File: config.mk
export PLATFORM = sky130hd
export DESIGN_NAME = ild_top
export DESIGN_NICKNAME = d
export VERILOG_FILES = /design/src/rtl/ild_pkg.sv /design/src/rtl/ild_classify.sv /design/src/rtl/ild_imm_size.sv /design/src/rtl/ild_core.sv /design/src/rtl/ild_top.sv
export SDC_FILE = /design/constraint.sdc
export NUM_CORES = 1
export LEC_CHECK = 0
export BUFFER_PORTS_ARGS = -buffer_cell sky130_fd_sc_hd__buf_2
export CAP_MARGIN = 30
export CELL_PAD_IN_SITES_DETAIL_PLACEMENT = 2
export CELL_PAD_IN_SITES_GLOBAL_PLACEMENT = 2
export CORE_MARGIN = 1.5
export CORE_UTILIZATION = 39
export CTS_CLUSTER_DIAMETER = 30
export CTS_CLUSTER_SIZE = 20
export DETAILED_ROUTE_END_ITERATION = 8
export PLACE_DENSITY_LB_ADDON = 0.1
export SLEW_MARGIN = 10
export SYNTH_ARGS = -nofsm -noshare
export SYNTH_HDL_FRONTEND = slang
export SYNTH_SLANG_ARGS = --single-unit
export TNS_END_PERCENT = 50
File: constraint.sdc
create_clock -name clk -period 3.1 [get_ports clk]
set_input_delay 0.31 -clock clk [delete_from_list [all_inputs] [get_ports clk]]
set_output_delay 0.31 -clock clk [all_outputs]
set_load 0.03 [all_outputs]
File: src/rtl/ild_pkg.sv
package ild_pkg;

    localparam int BYTE_W     = 8;
    localparam int IMM_W      = 32;
    localparam int DISP_W     = 16;
    localparam int ADDR_W     = 24;
    localparam int LEN_W      = 3;
    localparam int IMM_BYTES  = IMM_W / BYTE_W;
    localparam int ADDR_BYTES = ADDR_W / BYTE_W;
    localparam int DISP_BYTES = DISP_W / BYTE_W;
    localparam int CNT_W      = $clog2(IMM_BYTES + 1);

    typedef enum logic [2:0] {
        CAT_BAD   = 3'd0,
        CAT_K32   = 3'd1,
        CAT_RSRC  = 3'd2,
        CAT_MSRC  = 3'd3,
        CAT_MDST  = 3'd4,
        CAT_EXT   = 3'd5,
        CAT_PBANK = 3'd6
    } cat_e;

    typedef enum logic [1:0] {
        SZ_NONE = 2'd0,
        SZ_8    = 2'd1,
        SZ_16   = 2'd2,
        SZ_32   = 2'd3
    } size_e;

    typedef enum logic [1:0] {
        IR_NONE = 2'd0,
        IR_REG  = 2'd1,
        IR_DST  = 2'd2,
        IR_FIX4 = 2'd3
    } immr_e;

    typedef struct packed {
        cat_e        cat;
        size_e       size;
        logic [2:0]  reg_f;
        logic        need_rb;
        logic [1:0]  n_disp;
        logic        use_addr;
        immr_e       immr;
    } plan_t;

    function automatic int size_bytes(size_e s);
        case (s)
            SZ_8:    return 1;
            SZ_16:   return 2;
            SZ_32:   return IMM_BYTES;
            default: return 0;
        endcase
    endfunction

    function automatic size_e row_size(logic [1:0] row);
        case (row)
            2'b00:   return SZ_8;
            2'b01:   return SZ_16;
            2'b10:   return SZ_32;
            default: return SZ_NONE;
        endcase
    endfunction

endpackage

File: src/rtl/ild_classify.sv
module ild_classify
    import ild_pkg::*;
(
    input  logic [BYTE_W-1:0] lead,
    output plan_t             plan
);

    always_comb begin
        plan       = '0;
        plan.cat   = CAT_BAD;
        plan.size  = SZ_NONE;
        plan.immr  = IR_NONE;
        unique case (lead[7:6])
            2'b00: begin
                plan.cat = CAT_BAD;
            end
            2'b01: begin
                if (lead[5:3] == 3'b000) begin
                    plan.cat   = CAT_K32;
                    plan.size  = SZ_32;
                    plan.reg_f = lead[2:0];
                    plan.immr  = IR_FIX4;
                end
            end
            2'b10: begin
                plan.reg_f = lead[2:0];
                plan.cat   = CAT_MSRC;
                unique case (lead[5:3])
                    3'b000: plan.size = SZ_8;
                    3'b001: begin plan.size = SZ_8;  plan.n_disp = 2'd1; end
                    3'b010: plan.size = SZ_16;
                    3'b011: begin plan.size = SZ_16; plan.n_disp = 2'd1; end
                    3'b100: plan.size = SZ_32;
                    3'b101: begin plan.size = SZ_32; plan.n_disp = 2'd1; end
                    3'b110: begin plan.size = SZ_32; plan.n_disp = 2'd2; end
                    3'b111: begin
                        plan.cat    = CAT_MDST;
                        plan.n_disp = 2'd1;
                        plan.immr   = IR_DST;
                    end
                endcase
            end
            2'b11: begin
                if (lead == 8'hD7) begin
                    plan.cat     = CAT_PBANK;
                    plan.size    = SZ_16;
                    plan.need_rb = 1'b1;
                    plan.immr    = IR_REG;
                end else if (lead[3]) begin
                    if (lead[5:4] != 2'b11) begin
                        plan.cat   = CAT_RSRC;
                        plan.size  = row_size(lead[5:4]);
                        plan.reg_f = lead[2:0];
                        plan.immr  = IR_REG;
                    end
                end else begin
                    plan.cat  = CAT_EXT;
                    plan.size = row_size(lead[5:4]);
                    unique case (lead[2:0])
                        3'd0, 3'd4, 3'd5: plan.need_rb = 1'b1;
                        3'd1: begin plan.need_rb = 1'b1; plan.n_disp = 2'd1; end
                        3'd2: plan.use_addr = 1'b1;
                        3'd3: begin plan.need_rb = 1'b1; plan.n_disp = 2'd2; end
                        default: begin
                            plan.cat  = CAT_BAD;
                            plan.size = SZ_NONE;
                        end
                    endcase
                end
            end
        endcase
    end

endmodule

File: src/rtl/ild_imm_size.sv
module ild_imm_size
    import ild_pkg::*;
(
    input  immr_e              rule,
    input  size_e              size,
    input  logic [BYTE_W-1:0]  sub,
    output logic [CNT_W-1:0]   nimm
);

    always_comb begin
        nimm = '0;
        unique case (rule)
            IR_REG: begin
                if (sub == 8'h03 || sub[7:3] == 5'b11001)
                    nimm = CNT_W'(size_bytes(size));
                else if (sub[7:3] == 5'b11101 || sub == 8'h30 ||
                         sub == 8'h31 || sub == 8'h33)
                    nimm = CNT_W'(1);
            end
            IR_DST: begin
                if (sub == 8'h00)
                    nimm = CNT_W'(1);
                else if (sub == 8'h02)
                    nimm = CNT_W'(2);
            end
            IR_FIX4: nimm = CNT_W'(IMM_BYTES);
            IR_NONE: nimm = '0;
        endcase
    end

endmodule

File: src/rtl/ild_core.sv
module ild_core
    import ild_pkg::*;
(
    input  logic               clk,
    input  logic               rst_n,
    input  logic               in_valid,
    input  logic [BYTE_W-1:0]  in_byte,
    input  plan_t              plan_in,
    input  logic [CNT_W-1:0]   nimm_in,
    output plan_t              plan_q,
    output logic               o_done,
    output logic               o_illegal,
    output logic [2:0]         o_cat,
    output logic [1:0]         o_size,
    output logic [2:0]         o_reg,
    output logic [BYTE_W-1:0]  o_subop,
    output logic [LEN_W-1:0]   o_len,
    output logic [DISP_W-1:0]  o_disp,
    output logic [ADDR_W-1:0]  o_addr,
    output logic [IMM_W-1:0]   o_imm
);

    typedef enum logic [2:0] {
        ST_FIRST, ST_RBYTE, ST_ADDR, ST_DISP, ST_SUB, ST_IMM
    } st_e;

    st_e                 state, st_n;
    plan_t               p_n;
    logic [CNT_W-1:0]    fcnt, fcnt_n, fnum, fnum_n;
    logic [2:0]          w_reg, wreg_n;
    logic [BYTE_W-1:0]   w_sub, wsub_n;
    logic [DISP_W-1:0]   w_disp, wdisp_n;
    logic [ADDR_W-1:0]   w_addr, waddr_n;
    logic [IMM_W-1:0]    w_imm, wimm_n;
    logic [LEN_W-1:0]    w_len, wlen_n;
    logic                fin, ill, last;

    assign last = (fcnt + CNT_W'(1) == fnum);

    always_comb begin
        st_n    = state;
        p_n     = plan_q;
        fcnt_n  = fcnt;
        fnum_n  = fnum;
        wreg_n  = w_reg;
        wsub_n  = w_sub;
        wdisp_n = w_disp;
        waddr_n = w_addr;
        wimm_n  = w_imm;
        wlen_n  = w_len;
        fin     = 1'b0;
        ill     = 1'b0;
        if (in_valid) begin
            wlen_n = w_len + LEN_W'(1);
            fcnt_n = fcnt + CNT_W'(1);
            unique case (state)
                ST_FIRST: begin
                    p_n     = plan_in;
                    wlen_n  = LEN_W'(1);
                    wreg_n  = plan_in.reg_f;
                    wsub_n  = '0;
                    wdisp_n = '0;
                    waddr_n = '0;
                    wimm_n  = '0;
                    fcnt_n  = '0;
                    if (plan_in.cat == CAT_BAD) begin
                        fin = 1'b1;
                        ill = 1'b1;
                    end else if (plan_in.immr == IR_FIX4) begin
                        st_n   = ST_IMM;
                        fnum_n = CNT_W'(IMM_BYTES);
                    end else if (plan_in.need_rb) begin
                        st_n = ST_RBYTE;
                    end else if (plan_in.use_addr) begin
                        st_n   = ST_ADDR;
                        fnum_n = CNT_W'(ADDR_BYTES);
                    end else if (plan_in.n_disp != 2'd0) begin
                        st_n   = ST_DISP;
                        fnum_n = CNT_W'(plan_in.n_disp);
                    end else begin
                        st_n = ST_SUB;
                    end
                end
                ST_RBYTE: begin
                    wreg_n = in_byte[4:2];
                    fcnt_n = '0;
                    if (plan_q.n_disp != 2'd0) begin
                        st_n   = ST_DISP;
                        fnum_n = CNT_W'(plan_q.n_disp);
                    end else begin
                        st_n = ST_SUB;
                    end
                end
                ST_ADDR: begin
                    waddr_n[int'(fcnt)*BYTE_W +: BYTE_W] = in_byte;
                    if (last) st_n = ST_SUB;
                end
                ST_DISP: begin
                    if (plan_q.n_disp == 2'd1)
                        wdisp_n = {{(DISP_W-BYTE_W){in_byte[BYTE_W-1]}}, in_byte};
                    else
                        wdisp_n[int'(fcnt)*BYTE_W +: BYTE_W] = in_byte;
                    if (last) st_n = ST_SUB;
                end
                ST_SUB: begin
                    wsub_n = in_byte;
                    fcnt_n = '0;
                    if (nimm_in != '0) begin
                        st_n   = ST_IMM;
                        fnum_n = nimm_in;
                    end else begin
                        fin = 1'b1;
                    end
                end
                ST_IMM: begin
                    wimm_n[int'(fcnt)*BYTE_W +: BYTE_W] = in_byte;
                    if (last) fin = 1'b1;
                end
                default: st_n = ST_FIRST;
            endcase
            if (fin) st_n = ST_FIRST;
        end
    end

    // state register
    always_ff @(posedge clk or negedge rst_n) begin
        if (!rst_n) begin
            state  <= ST_FIRST;
            plan_q <= '0;
            fcnt   <= '0;
            fnum   <= '0;
            w_reg  <= '0;
            w_sub  <= '0;
            w_disp <= '0;
            w_addr <= '0;
            w_imm  <= '0;
            w_len  <= '0;
        end else begin
            state  <= st_n;
            plan_q <= p_n;
            fcnt   <= fcnt_n;
            fnum   <= fnum_n;
            w_reg  <= wreg_n;
            w_sub  <= wsub_n;
            w_disp <= wdisp_n;
            w_addr <= waddr_n;
            w_imm  <= wimm_n;
            w_len  <= wlen_n;
        end
    end

    // result outputs
    always_ff @(posedge clk or negedge rst_n) begin
        if (!rst_n) begin
            o_done    <= 1'b0;
            o_illegal <= 1'b0;
            o_cat     <= '0;
            o_size    <= '0;
            o_reg     <= '0;
            o_subop   <= '0;
            o_len     <= '0;
            o_disp    <= '0;
            o_addr    <= '0;
            o_imm     <= '0;
        end else begin
            o_done <= fin;
            if (fin) begin
                o_illegal <= ill;
                o_cat     <= p_n.cat;
                o_size    <= p_n.size;
                o_reg     <= wreg_n;
                o_subop   <= wsub_n;
                o_len     <= wlen_n;
                o_disp    <= wdisp_n;
                o_addr    <= waddr_n;
                o_imm     <= wimm_n;
            end
        end
    end

    AST_STALL_HOLDS: assert property (@(posedge clk) disable iff (!rst_n)
        !in_valid |=> $stable(state) && $stable(w_len)) else $error("stall moved state");
    AST_K32_LEN: assert property (@(posedge clk) disable iff (!rst_n)
        (o_done && o_cat == CAT_K32) |-> o_len == LEN_W'(5)) else $error("bad k32 length");
    AST_MSRC_NO_IMM: assert property (@(posedge clk) disable iff (!rst_n)
        (o_done && o_cat == CAT_MSRC) |-> o_imm == '0) else $error("memsrc immediate");
    AST_EXT_LEN: assert property (@(posedge clk) disable iff (!rst_n)
        (o_done && o_cat == CAT_EXT) |-> (o_len >= LEN_W'(3) && o_len <= LEN_W'(5))) else $error("ext length");
    AST_ILLEGAL_ONE_BYTE: assert property (@(posedge clk) disable iff (!rst_n)
        (o_done && o_illegal) |-> (o_len == LEN_W'(1) && o_cat == CAT_BAD)) else $error("illegal length");
    AST_DONE_AFTER_BYTE: assert property (@(posedge clk) disable iff (!rst_n)
        o_done |-> $past(in_valid)) else $error("done without byte");
    AST_RESULTS_HOLD: assert property (@(posedge clk) disable iff (!rst_n)
        !o_done |-> ($stable(o_len) && $stable(o_imm) && $stable(o_subop))) else $error("results moved");

endmodule

File: src/rtl/ild_top.sv
module ild_top
    import ild_pkg::*;
(
    input  logic               clk,
    input  logic               rst_n,
    input  logic               in_valid,
    input  logic [7:0]         in_byte,
    output logic               o_done,
    output logic               o_illegal,
    output logic [2:0]         o_cat,
    output logic [1:0]         o_size,
    output logic [2:0]         o_reg,
    output logic [7:0]         o_subop,
    output logic [2:0]         o_len,
    output logic [15:0]        o_disp,
    output logic [23:0]        o_addr,
    output logic [31:0]        o_imm
);

    plan_t             plan_lead;
    plan_t             plan_held;
    logic [CNT_W-1:0]  nimm;

    ild_classify u_classify (
        .lead (in_byte),
        .plan (plan_lead)
    );

    ild_imm_size u_imm_size (
        .rule (plan_held.immr),
        .size (plan_held.size),
        .sub  (in_byte),
        .nimm (nimm)
    );

    ild_core u_core (
        .clk       (clk),
        .rst_n     (rst_n),
        .in_valid  (in_valid),
        .in_byte   (in_byte),
        .plan_in   (plan_lead),
        .nimm_in   (nimm),
        .plan_q    (plan_held),
        .o_done    (o_done),
        .o_illegal (o_illegal),
        .o_cat     (o_cat),
        .o_size    (o_size),
        .o_reg     (o_reg),
        .o_subop   (o_subop),
        .o_len     (o_len),
        .o_disp    (o_disp),
        .o_addr    (o_addr),
        .o_imm     (o_imm)
    );

endmodule

Word level (Yosys, flattened, before mapping)
Index checks and enable logic that the tools add are counted.
{"block": "op_classes", "n_addsub": 3, "n_eq_ne": 49, "shift": 6, "mux": 79, "reduce_logical": 27}
{"operator": "$mux 3", "n": 26}
{"operator": "$pmux 32 s2", "n": 1}
{"operator": "$pmux 24 s2", "n": 1}
{"operator": "$neg 6->33", "n": 1}
{"operator": "$shift 8x33->16 const A", "n": 1}
{"operator": "$shift 8x33->24 const A", "n": 1}
{"operator": "$shift 8x33->32 const A", "n": 1}
{"operator": "$shiftx 8x33->16", "n": 1}
{"operator": "$shiftx 8x33->24", "n": 1}
{"operator": "$shiftx 8x33->32", "n": 1}
{"operator": "$bwmux 32", "n": 1}
{"operator": "$mux 16", "n": 2}
{"operator": "$mux 32", "n": 1}
{"operator": "$pmux 16 s2", "n": 1}
{"operator": "$mux 14", "n": 2}
{"operator": "$bwmux 24", "n": 1}
{"operator": "$eq 3x3->1 const B", "n": 8}
{"operator": "$eq 8x6->1 const B", "n": 3}
{"operator": "$mux 24", "n": 1}
{"operator": "$pmux 3 s4", "n": 2}
{"operator": "$eq 3x2->1 const B", "n": 6}
{"operator": "$pmux 2 s3", "n": 3}
{"operator": "$pmux 3 s3", "n": 2}
{"operator": "$bwmux 16", "n": 1}
{"operator": "other kinds (40)", "n": 95}
{"block": "word_totals", "regBits": 202}

Logic depth before layout (Yosys ltp)
Gate-level depths: netlist (run 1).
{"block": "depth", "ltp_word": 14, "ltp_mapped": 13, "ltp_nobuf": 10}

By module
A second synthesis (run 1) with hierarchy kept.
{"block": "hier_totals", "hier_cells": 773, "area_unflattened_um2": 9117.5}
{"module": "ild_core", "instances": 1, "cells_each": 690, "area_each_um2": 8509.4, "seq_area_each_um2": 5054.8}
{"module": "ild_classify", "instances": 1, "cells_each": 64, "area_each_um2": 445.4, "seq_area_each_um2": 0.0}
{"module": "ild_imm_size", "instances": 1, "cells_each": 19, "area_each_um2": 162.7, "seq_area_each_um2": 0.0}

Least setup slack after synthesis (run 1)
OpenSTA, ideal clock, no wires.
{"block": "synth_path", "path_kind": "in2reg", "from": "input in_byte[5]", "to": "register u_core.o_addr[23]", "arrival_ps": 2583, "required_time_ps": 2975, "path_slack_ps": 392, "path_stages": 13, "path_buffers": 4, "cell_sequence": "buf_2 > inv_1 > ha_1 > nand4_1 > nor2_1 > o211ai_1 > nand4_1 > or2_2 > clkbuf_1 > a21oi_2 > buf_6 > buf_6 > mux2_4"}
{"block": "synth_via", "elab_chain_cells": 12, "elab_cells_between_ends": 38, "cone_classes": "eq/ne: 10; shift: 1; mux: 19; reduce/logical: 8"}
{"element": "from (decl)", "line_no": "ild_top.sv:7", "text": "input logic [7:0] in_byte,"}
{"element": "$eq 8x6->1 or $eq 5x5->1 (tied branches)", "line_no": "ild_imm_size.sv:16", "text": "else if (sub[7:3] == 5'b11101 || sub == 8'h30 ||"}
{"element": "$logic_or 1x1->1 (2 in a row)", "line_no": "ild_imm_size.sv:16"}
{"element": "$logic_or 1x1->1", "line_no": "ild_imm_size.sv:17", "text": "sub == 8'h31 || sub == 8'h33)"}
{"element": "$mux 1", "line_no": "ild_imm_size.sv:16"}
{"element": "$mux 3", "line_no": "ild_imm_size.sv:14", "text": "if (sub == 8'h03 || sub[7:3] == 5'b11001)"}
{"element": "$pmux 3 s4", "line_no": "ild_imm_size.sv:12", "text": "unique case (rule)"}
{"element": "$reduce_bool 3->1", "line_no": "ild_core.sv:108", "text": "if (nimm_in != '0) begin"}
{"element": "$mux 1", "line_no": "ild_core.sv:108"}
{"element": "$pmux 1 s3", "line_no": "ild_core.sv:56", "text": "unique case (state)"}
{"element": "$mux 1 (2 in a row)", "line_no": "ild_core.sv:53", "text": "if (in_valid) begin"}
{"element": "to (signal assigned)", "line_no": "ild_core.sv:175", "text": "o_addr <= waddr_n;"}
{"element": "to (decl)", "line_no": "ild_core.sv:19", "text": "output logic [ADDR_W-1:0] o_addr,"}
Several ways; a longest one is shown, not always the timed one. The select of a mux whose other input is x is not followed.
A chain may end at the register's enable or synchronous reset.

Worst setup path after layout (run 1)
{"block": "layout_path", "from": "register u_core.fcnt[0]", "to": "register u_core.o_addr[5]"}
{"block": "layout_via", "elab_chain_cells": 6, "elab_cells_between_ends": 12, "cone_classes": "add/sub: 2; eq/ne: 1; shift: 2; mux: 7"}
{"element": "from (decl)", "line_no": "ild_core.sv:29", "text": "logic [CNT_W-1:0] fcnt, fcnt_n, fnum, fnum_n;"}
{"element": "from (signal assigned)", "line_no": "ild_core.sv:141", "text": "fcnt <= fcnt_n;"}
{"element": "branches (longest 6 deep; another with $neg 6->33)"}
Several ways; the timed one is not identified. The select of a mux whose other input is x is not followed.

==> results.sh, run 1 <==
export IMPL_die_area_sq_um=23100
export IMPL_viasPerCell=5.56
export IMPL_yosys_top_cells_count="197 x dfrtp_1, 99 x nand2_1, 71 x mux2_2"
export IMPL_ff2ff_setup_slack_ps=200
export IMPL_cts_sinks=197
export IMPL_drt_first_pass_iters=4
export IMPL_rsz0062_at_grt="no"
export IMPL_post_dp_hpwl_mm=17.9
export IMPL_slowest_delay_ps=460
export IMPL_cpLargestDelayFamily="simple AND/OR/NAND/NOR gates"
export IMPL_syn2layout_area_growth_pct=18.1
export IMPL_cp_num_buf_inv=2
export IMPL_post_route_period_util_pct=93.5
export IMPL_grt_overflow=0
export IMPL_synthSimpleGateAreaFrac_pct=9.88
export IMPL_cp_max_fo=47
export IMPL_finalSetupTns_ps=0
export IMPL_io_buffers=103
export IMPL_start_util_pct=39.7
export IMPL_h_tree_depth=4
export IMPL_fin_crit_ps=2900
export IMPL_max_slew_margin_pct=46.8
export IMPL_first_iter_violations=315
export IMPL_status="complete, no violations"
export IMPL_synth_top_area_cell="dfrtp_1"
export IMPL_whs_path_depth=2
export IMPL_worst_slew_pin_slew_ps=798
export IMPL_track_usage_pct=23.4
export IMPL_cp_cell_sequence="inv_1 > ha_1 > xnor2_1 > nand3_1 > nor2_1 > a31oi_4 > a21oi_4 > buf_12 > mux2_2"
export IMPL_fin_skew_ps=10.3
export IMPL_drt_wl_total_mm=25.9
export IMPL_gp_congestion=0.820
export IMPL_cts_tree="done"
export IMPL_post_cts_buffers=0
export IMPL_worst_slack_ps=201
export IMPL_finalMaxSlewViolations=0
export IMPL_fill_cells=2216
export IMPL_syn_mean_instance_area_sq_um=11.6
export IMPL_post_synth_top_count_cell="dfrtp_1"
export IMPL_core_sq_um=21800
export IMPL_final_nets=887
export IMPL_synth_nets=772
export IMPL_die_w_um=152
export IMPL_crit_arrival_ps=3220
export IMPL_reg2reg_from="u_core.fcnt[0]"
export IMPL_critPathKind="reg -> reg"
export IMPL_ioPinCount=104
export IMPL_critPathRequiredTime_ps=3420
export IMPL_endpoint_kind="flip-flop"
export IMPL_cellLeakagePower_nw=5.03
export IMPL_synth_seq_cells=197
export IMPL_synth_enable_flop_cells=0
export IMPL_yosys_warnings=0
export IMPL_antenna_found_initial=0
export IMPL_wire_per_inst_um=22.4
export IMPL_cts_root_buf="clkbuf_16"
export IMPL_synth_top_family_by_area="compound AO/OA/AOI/OAI gates"
export IMPL_endpoint="u_core.o_addr[5]"
export IMPL_path_clk_slew_ps=70
export IMPL_synth_compound_area_share_pct=15.9
export IMPL_r2r_cells=9
export IMPL_grt_pass1_wl_mm=42.7
export IMPL_final_hold_violation_count=0
export IMPL_cts_buffers_inserted=17
export IMPL_vdd_ir_drop_max_uv=427
export IMPL_p_per_area_nw_per_um2=934
export IMPL_rows=54
export IMPL_setup_viol=0
export IMPL_synthXorXnorAreaFrac_pct=0.505
export IMPL_die_h_um=152
export IMPL_synthMuxAreaShare_pct=12.1
export IMPL_cp_num_cells=9
export IMPL_crit_slowest_cell="dfrtp_2"
export IMPL_fmax_ghz=0.345
export IMPL_first_global_vias=7275
export IMPL_synth_top_area_share_pct=56.8
export IMPL_synth_async_reset_ratio_pct=100
export IMPL_grt_max_degree=96
export IMPL_syn_cell_area_sq_um=8670
export IMPL_largest_registers="u_core.o_imm: 32 flops, u_core.w_imm: 32 flops"
export IMPL_drv_cap=0
export IMPL_final_core_util_pct=46.9
export IMPL_synth_top_flop_cell="dfrtp_1"
export IMPL_dr_total_vias=6438
export IMPL_insertion_delay_ps=440
export IMPL_n_antenna_cell=0
export IMPL_startpoint_type="flip-flop"
export IMPL_dp_slack_ps=75.8
export IMPL_synthAdderAreaFrac_pct=1.59
export IMPL_drc=0
export IMPL_route_antenna_remaining_nets=0
export IMPL_drive_above_1_share_pct=30.7
export IMPL_cp_startpoint="u_core.fcnt[0]"
export IMPL_synth_cells=750
export IMPL_ys_types=58
export IMPL_hp_class="in -> reg"
export IMPL_seq_area_frac_synth_pct=56.8
export IMPL_synth_area_leaders="dfrtp_1 57%, mux2_2 9.2%, a22o_1 5.2%"
export IMPL_rr_endpoint="u_core.o_addr[5]"
export IMPL_clock_path_buffers=2
layer usage:
layer  global-route usage, %  share of wire [%]
met5                       0                  0
met4                    6.29                1.5
met3                    3.34                2.8
met2                    40.1                 51
met1                    31.2                 44
what timing repair did:
action | 4_1_cts | 5_1_grt
hold buffers | 1 | 0
endpoints found under the hold margin | 86 | 0
endpoints found under the setup margin | 0 | 42
gates resized for setup | 0 | 2
through the flow:
stage,total power [mW],cell area (sq um),hold WS (ps),instances
floorplan,6.12,8670,14.4,750
global placement,7.18,9670,421,1125
detailed placement,7.44,9670,425,1125
CTS,9.68,10200,203,1157
global route,10.1,10200,231,1157
finish,9.57,10200,220,1157
worst min path at each step:
stage,from,to,slack [ps]
5_1_grt,in_valid,u_core.w_len[0],230
3_3_place_gp,rst_n,u_core.plan_q[11],420
4_1_cts,in_valid,u_core.w_len[0],200
6_report,in_valid,u_core.w_len[0],220
2_1_floorplan,rst_n,u_core.fcnt[0],10
3_5_place_dp,rst_n,u_core.o_reg[2],420
cells by family after synthesis:
family / Yosys count
muxes: 89
adders and majority gates: 11
buffers and inverters: 64
AOI/OAI and AO/OA: 197
DFF: 197
and+or+nand+nor: 187
xor gates and xnor gates: 5
power breakdown:
group | switching [mW] | total [mW] | internal, mW
logic | 2.41 | 3.79 | 1.37
clock network | 1.10 | 2.17 | 1.07
registers | 0.423 | 3.61 | 3.19
placed cells by master (no fill, tap or decap), drive strengths merged, types with 3 or more instances in the layout:
cell type  count
dfrtp        197
buf          141
nand2         99
mux2          85
o21ai         69
a22o          51
nor2          26
a21oi         24
inv           23
clkbuf        19
nand3         13
ha            11
nor3          11
a22oi          8
a31oi          7
nor2b          6
nand2b         6
clkinv         6
o21a           5
nor4           5
nand4          4
a221oi         4
xnor2          4
a2bb2oi        4
mux2i          4
o211ai         3
nor3b          3
a21o           3
and3           3
final cells by class:
class,count,area (sq um),share of cell area (%)
flip-flops and latches,197,4930,48.1
multi-input cells,489,3470,33.9
repair buffers,143,865,8.44
clock buffers,18,429,4.19
well taps,280,350,3.42
clock inverters,13,133,1.29
inverters,17,63.8,0.623
worst register-to-register path, delay by kind of cell (launching register included):
kind / cells / cell delay [ps]
adder cells (fa/ha/maj): 1 / 440
XOR/XNOR: 1 / 210
flip-flops: 1 / 460
AO/OA/AOI/OAI: 2 / 360
multiplexers: 1 / 430
buffers and inverters: 2 / 410
AND/OR/NAND/NOR: 2 / 470
Note: power is estimated with default switching activity, not from simulation.
==> inputs of run 2 (changes only) <==
--- a/config.mk
+++ b/config.mk
@@ -5,17 +5,18 @@
 export SDC_FILE = /design/constraint.sdc
 export NUM_CORES = 1
 export LEC_CHECK = 0
+export ABC_AREA = 1
 export BUFFER_PORTS_ARGS = -buffer_cell sky130_fd_sc_hd__buf_2
 export CAP_MARGIN = 30
 export CELL_PAD_IN_SITES_DETAIL_PLACEMENT = 2
 export CELL_PAD_IN_SITES_GLOBAL_PLACEMENT = 2
 export CORE_MARGIN = 1.5
-export CORE_UTILIZATION = 39
+export CORE_UTILIZATION = 35
 export CTS_CLUSTER_DIAMETER = 30
 export CTS_CLUSTER_SIZE = 20
 export DETAILED_ROUTE_END_ITERATION = 8
 export PLACE_DENSITY_LB_ADDON = 0.1
-export SLEW_MARGIN = 10
+export SLEW_MARGIN = 30
 export SYNTH_ARGS = -nofsm -noshare
 export SYNTH_HDL_FRONTEND = slang
 export SYNTH_SLANG_ARGS = --single-unit
==> run 2 against run 1 <==
Net effect: clock skew is 6.7 ps higher; synthesized cell count rose by 45%; via count grew 23%; largest cell class unchanged; largest power group unchanged; highest routed layer unchanged.
==> results.sh, run 2 <==
export IMPL_post_synth_top_count_cell="nand2_1"
export IMPL_clkPwrFrac_pct=24.0
export IMPL_vdd_ir_drop_max_uv=439
export IMPL_syn2layout_area_growth_pct=18.2
export IMPL_clock_path_buffers=2
export IMPL_syn_mean_instance_area_sq_um=8.28
export IMPL_fmax_ghz=0.373
export IMPL_endpoint_kind="flip-flop"
export IMPL_max_slew_margin_pct=53.5
export IMPL_synth_enable_flop_cells=0
export IMPL_post_dp_hpwl_mm=21.9
export IMPL_first_global_vias=8633
export IMPL_synth_cells=1086
export IMPL_h_tree_depth=4
export IMPL_cts_root_buf="clkbuf_16"
export IMPL_synth_seq_cells=197
export IMPL_finalMaxSlewViolations=0
export IMPL_ioPinCount=104
export IMPL_synth_top_flop_cell="dfrtp_1"
export IMPL_post_route_period_util_pct=86.6
export IMPL_antenna_found_initial=0
export IMPL_switching_share_pct=44.9
export IMPL_cpLargestDelayFamily="compound AO/OA/AOI/OAI gates"
export IMPL_synth_top_area_share_pct=54.8
export IMPL_critPathKind="reg -> reg"
export IMPL_cp_startpoint="u_core.fcnt[0]"
export IMPL_route_antenna_remaining_nets=0
export IMPL_finalPower_mw=9.53
export IMPL_finalSetupTns_ps=0
export IMPL_cellLeakagePower_nw=5.80
export IMPL_synth_async_reset_ratio_pct=100
export IMPL_grt_max_degree=72
export IMPL_setup_viol=0
export IMPL_final_common_cell="nand2_1"
export IMPL_synth_nets=1108
export IMPL_first_iter_violations=338
export IMPL_rows=58
export IMPL_largest_registers="u_core.o_imm: 32 flops, u_core.w_imm: 32 flops"
export IMPL_die_w_um=163
export IMPL_cts_sinks=197
export IMPL_die_h_um=163
export IMPL_syn_cell_area_sq_um=8990
export IMPL_power_switching_mw=4.28
export IMPL_cts_resized=0
export IMPL_synth_area_leaders="dfrtp_1 55%, nand2_1 16%, o21ai_0 5.6%"
export IMPL_cts_buffers_inserted=17
export IMPL_p_int_mw=5.25
export IMPL_gp_congestion=0.866
export IMPL_io_buffers=103
export IMPL_grt_pass1_wl_mm=49.6
export IMPL_cp_cell_sequence="inv_1 > ha_1 > nand3_1 > o21ai_0 > a21boi_0 > or2_2 > o21ai_0"
export IMPL_final_nets=1219
export IMPL_hp_class="in -> reg"
export IMPL_reg2reg_from="u_core.fcnt[0]"
export IMPL_start_util_pct=35.7
export IMPL_yosys_top_cells_count="387 x nand2_1, 197 x dfrtp_1, 100 x o21ai_0"
export IMPL_drv_cap=0
export IMPL_yosys_warnings=0
export IMPL_crit_slowest_cell="o21ai_0"
export IMPL_seqPwrFrac_pct=36.0
export IMPL_drc=0
export IMPL_worst_slew_pin_slew_ps=690
export IMPL_drt_wl_total_mm=30.8
export IMPL_ys_types=33
export IMPL_core_sq_um=25200
export IMPL_final_cell_mix="387 x nand2_1, 197 x dfrtp_1, 102 x buf_2, 100 x o21ai_0, 73 x inv_1"
export IMPL_slowest_delay_ps=630
export IMPL_insertion_delay_ps=450
export IMPL_viasPerCell=5.16
export IMPL_status="complete, no violations"
export IMPL_cp_num_buf_inv=1
export IMPL_path_clk_slew_ps=90
export IMPL_cts_tree="done"
export IMPL_crit_arrival_ps=3060
export IMPL_die_area_sq_um=26700
export IMPL_wire_per_inst_um=20.0
export IMPL_fin_crit_ps=2680
export IMPL_drt_first_pass_iters=4
export IMPL_track_usage_pct=24.5
export IMPL_rsz0062_at_grt="no"
export IMPL_grt_overflow=0
export IMPL_dr_total_vias=7947
export IMPL_fin_skew_ps=17.0
export IMPL_synth_top_area_cell="dfrtp_1"
export IMPL_drive_above_1_share_pct=17.1
export IMPL_critPathRequiredTime_ps=3470
export IMPL_startpoint_type="flip-flop"
export IMPL_hp_start="in_byte[7]"
export IMPL_cp_max_fo=8
export IMPL_n_antenna_cell=0
export IMPL_p_per_area_nw_per_um2=896
export IMPL_seq_area_frac_synth_pct=54.8
export IMPL_crit_path_frequent_cell="o21ai_0"
export IMPL_p_comb_share_pct=40.0
export IMPL_final_hold_violation_count=0
==> run 2: cell types whose count changed after synthesis, sizes merged, moves of 17 or more <==
cell,delta
nor2,+40
a22o,-51
inv,+68
o21ai,+46
mux2,-85
nand3,+38
nand2,+296
a21oi,+17
==> run 2: cell families (layout without fill, tap and decap cells) <==
logic type	after synthesis	after routing	synth area share [%]
flops	197	197	54.8
buf+inv	136	260	6.54
compound gates	207	207	12.9
xor+xnor	5	5	0.487
simple gates	530	530	23.7
fa+ha+maj	11	11	1.53
==> run 2: layout make-up <==
| class | count | area [sq um] |
|---|---|---|
| clock buffers | 19 | 443 |
| clock inverters | 13 | 156 |
| fillers | 2908 | 14600 |
| inverters | 85 | 319 |
| multi-input cells | 753 | 3480 |
| flip-flops and latches | 197 | 4930 |
| well taps | 330 | 413 |
| repair buffers | 143 | 890 |
==> run 2: final timing paths <==
| check | depth (start not counted) | slack (ps) | end |
|---|---|---|---|
| setup / recovery | 7 | 420 | u_core.o_addr[21] |
| hold / removal | 3 | 290 | u_core.w_sub[7] |
| setup reg to reg | 7 | 420 | u_core.o_addr[21] |
| hold reg to reg | 2 | 480 | u_core.o_addr[4] |
| max in group asynchronous | 3 | 1850 | u_core.w_addr[5] |
| min in group asynchronous | 2 | 430 | u_core.o_disp[8] |
==> run 2: power groups by stage <==
stage / clock network (mW) / registers [mW] / logic (mW)
finish: 2.29 / 3.43 / 3.81
global route: 2.44 / 3.49 / 4.24
CTS: 2.34 / 3.43 / 3.88
detailed placement: 0 / 3.47 / 3.84
global placement: 0 / 3.44 / 3.72
floorplan: 0 / 3.90 / 1.98
==> run 2: repair_timing <==
| item | in CTS | in global routing |
|---|---|---|
| hold buffers | 1 | 0 |
| endpoints found under the setup margin | 0 | 0 |
| hold endpoints to repair | 67 | 0 |
| buffers inserted | 0 | 0 |
==> run 2: per-stage QoR <==
stage	cells	setup slack, ps	cell area [sq um]	util, %	hold WS, ps
6_report	1540	417	10600	42.2	291
5_1_grt	1540	202	10600	42.2	312
4_1_cts	1540	386	10600	42.2	270
3_5_place_dp	1507	381	10000	39.8	375
3_3_place_gp	1507	438	10000	39.8	372
2_1_floorplan	1086	550	8990	-	14.4
==> run 2: layer usage <==
metal	track usage (%)	vias up	part of all wire (%)	wire, um
met1	31.8	4077	45	13800
met5	0	-	0	0
met3	2.79	31	2.6	800
met4	7.38	0	1.9	572
met2	42.6	122	51	15600
li1	-	3717	-	-
==> run 2: worst min-delay path, cell delays in order <==
cell and delay [ps]:
buf_2 200, nand2_1 100, a21oi_1 80
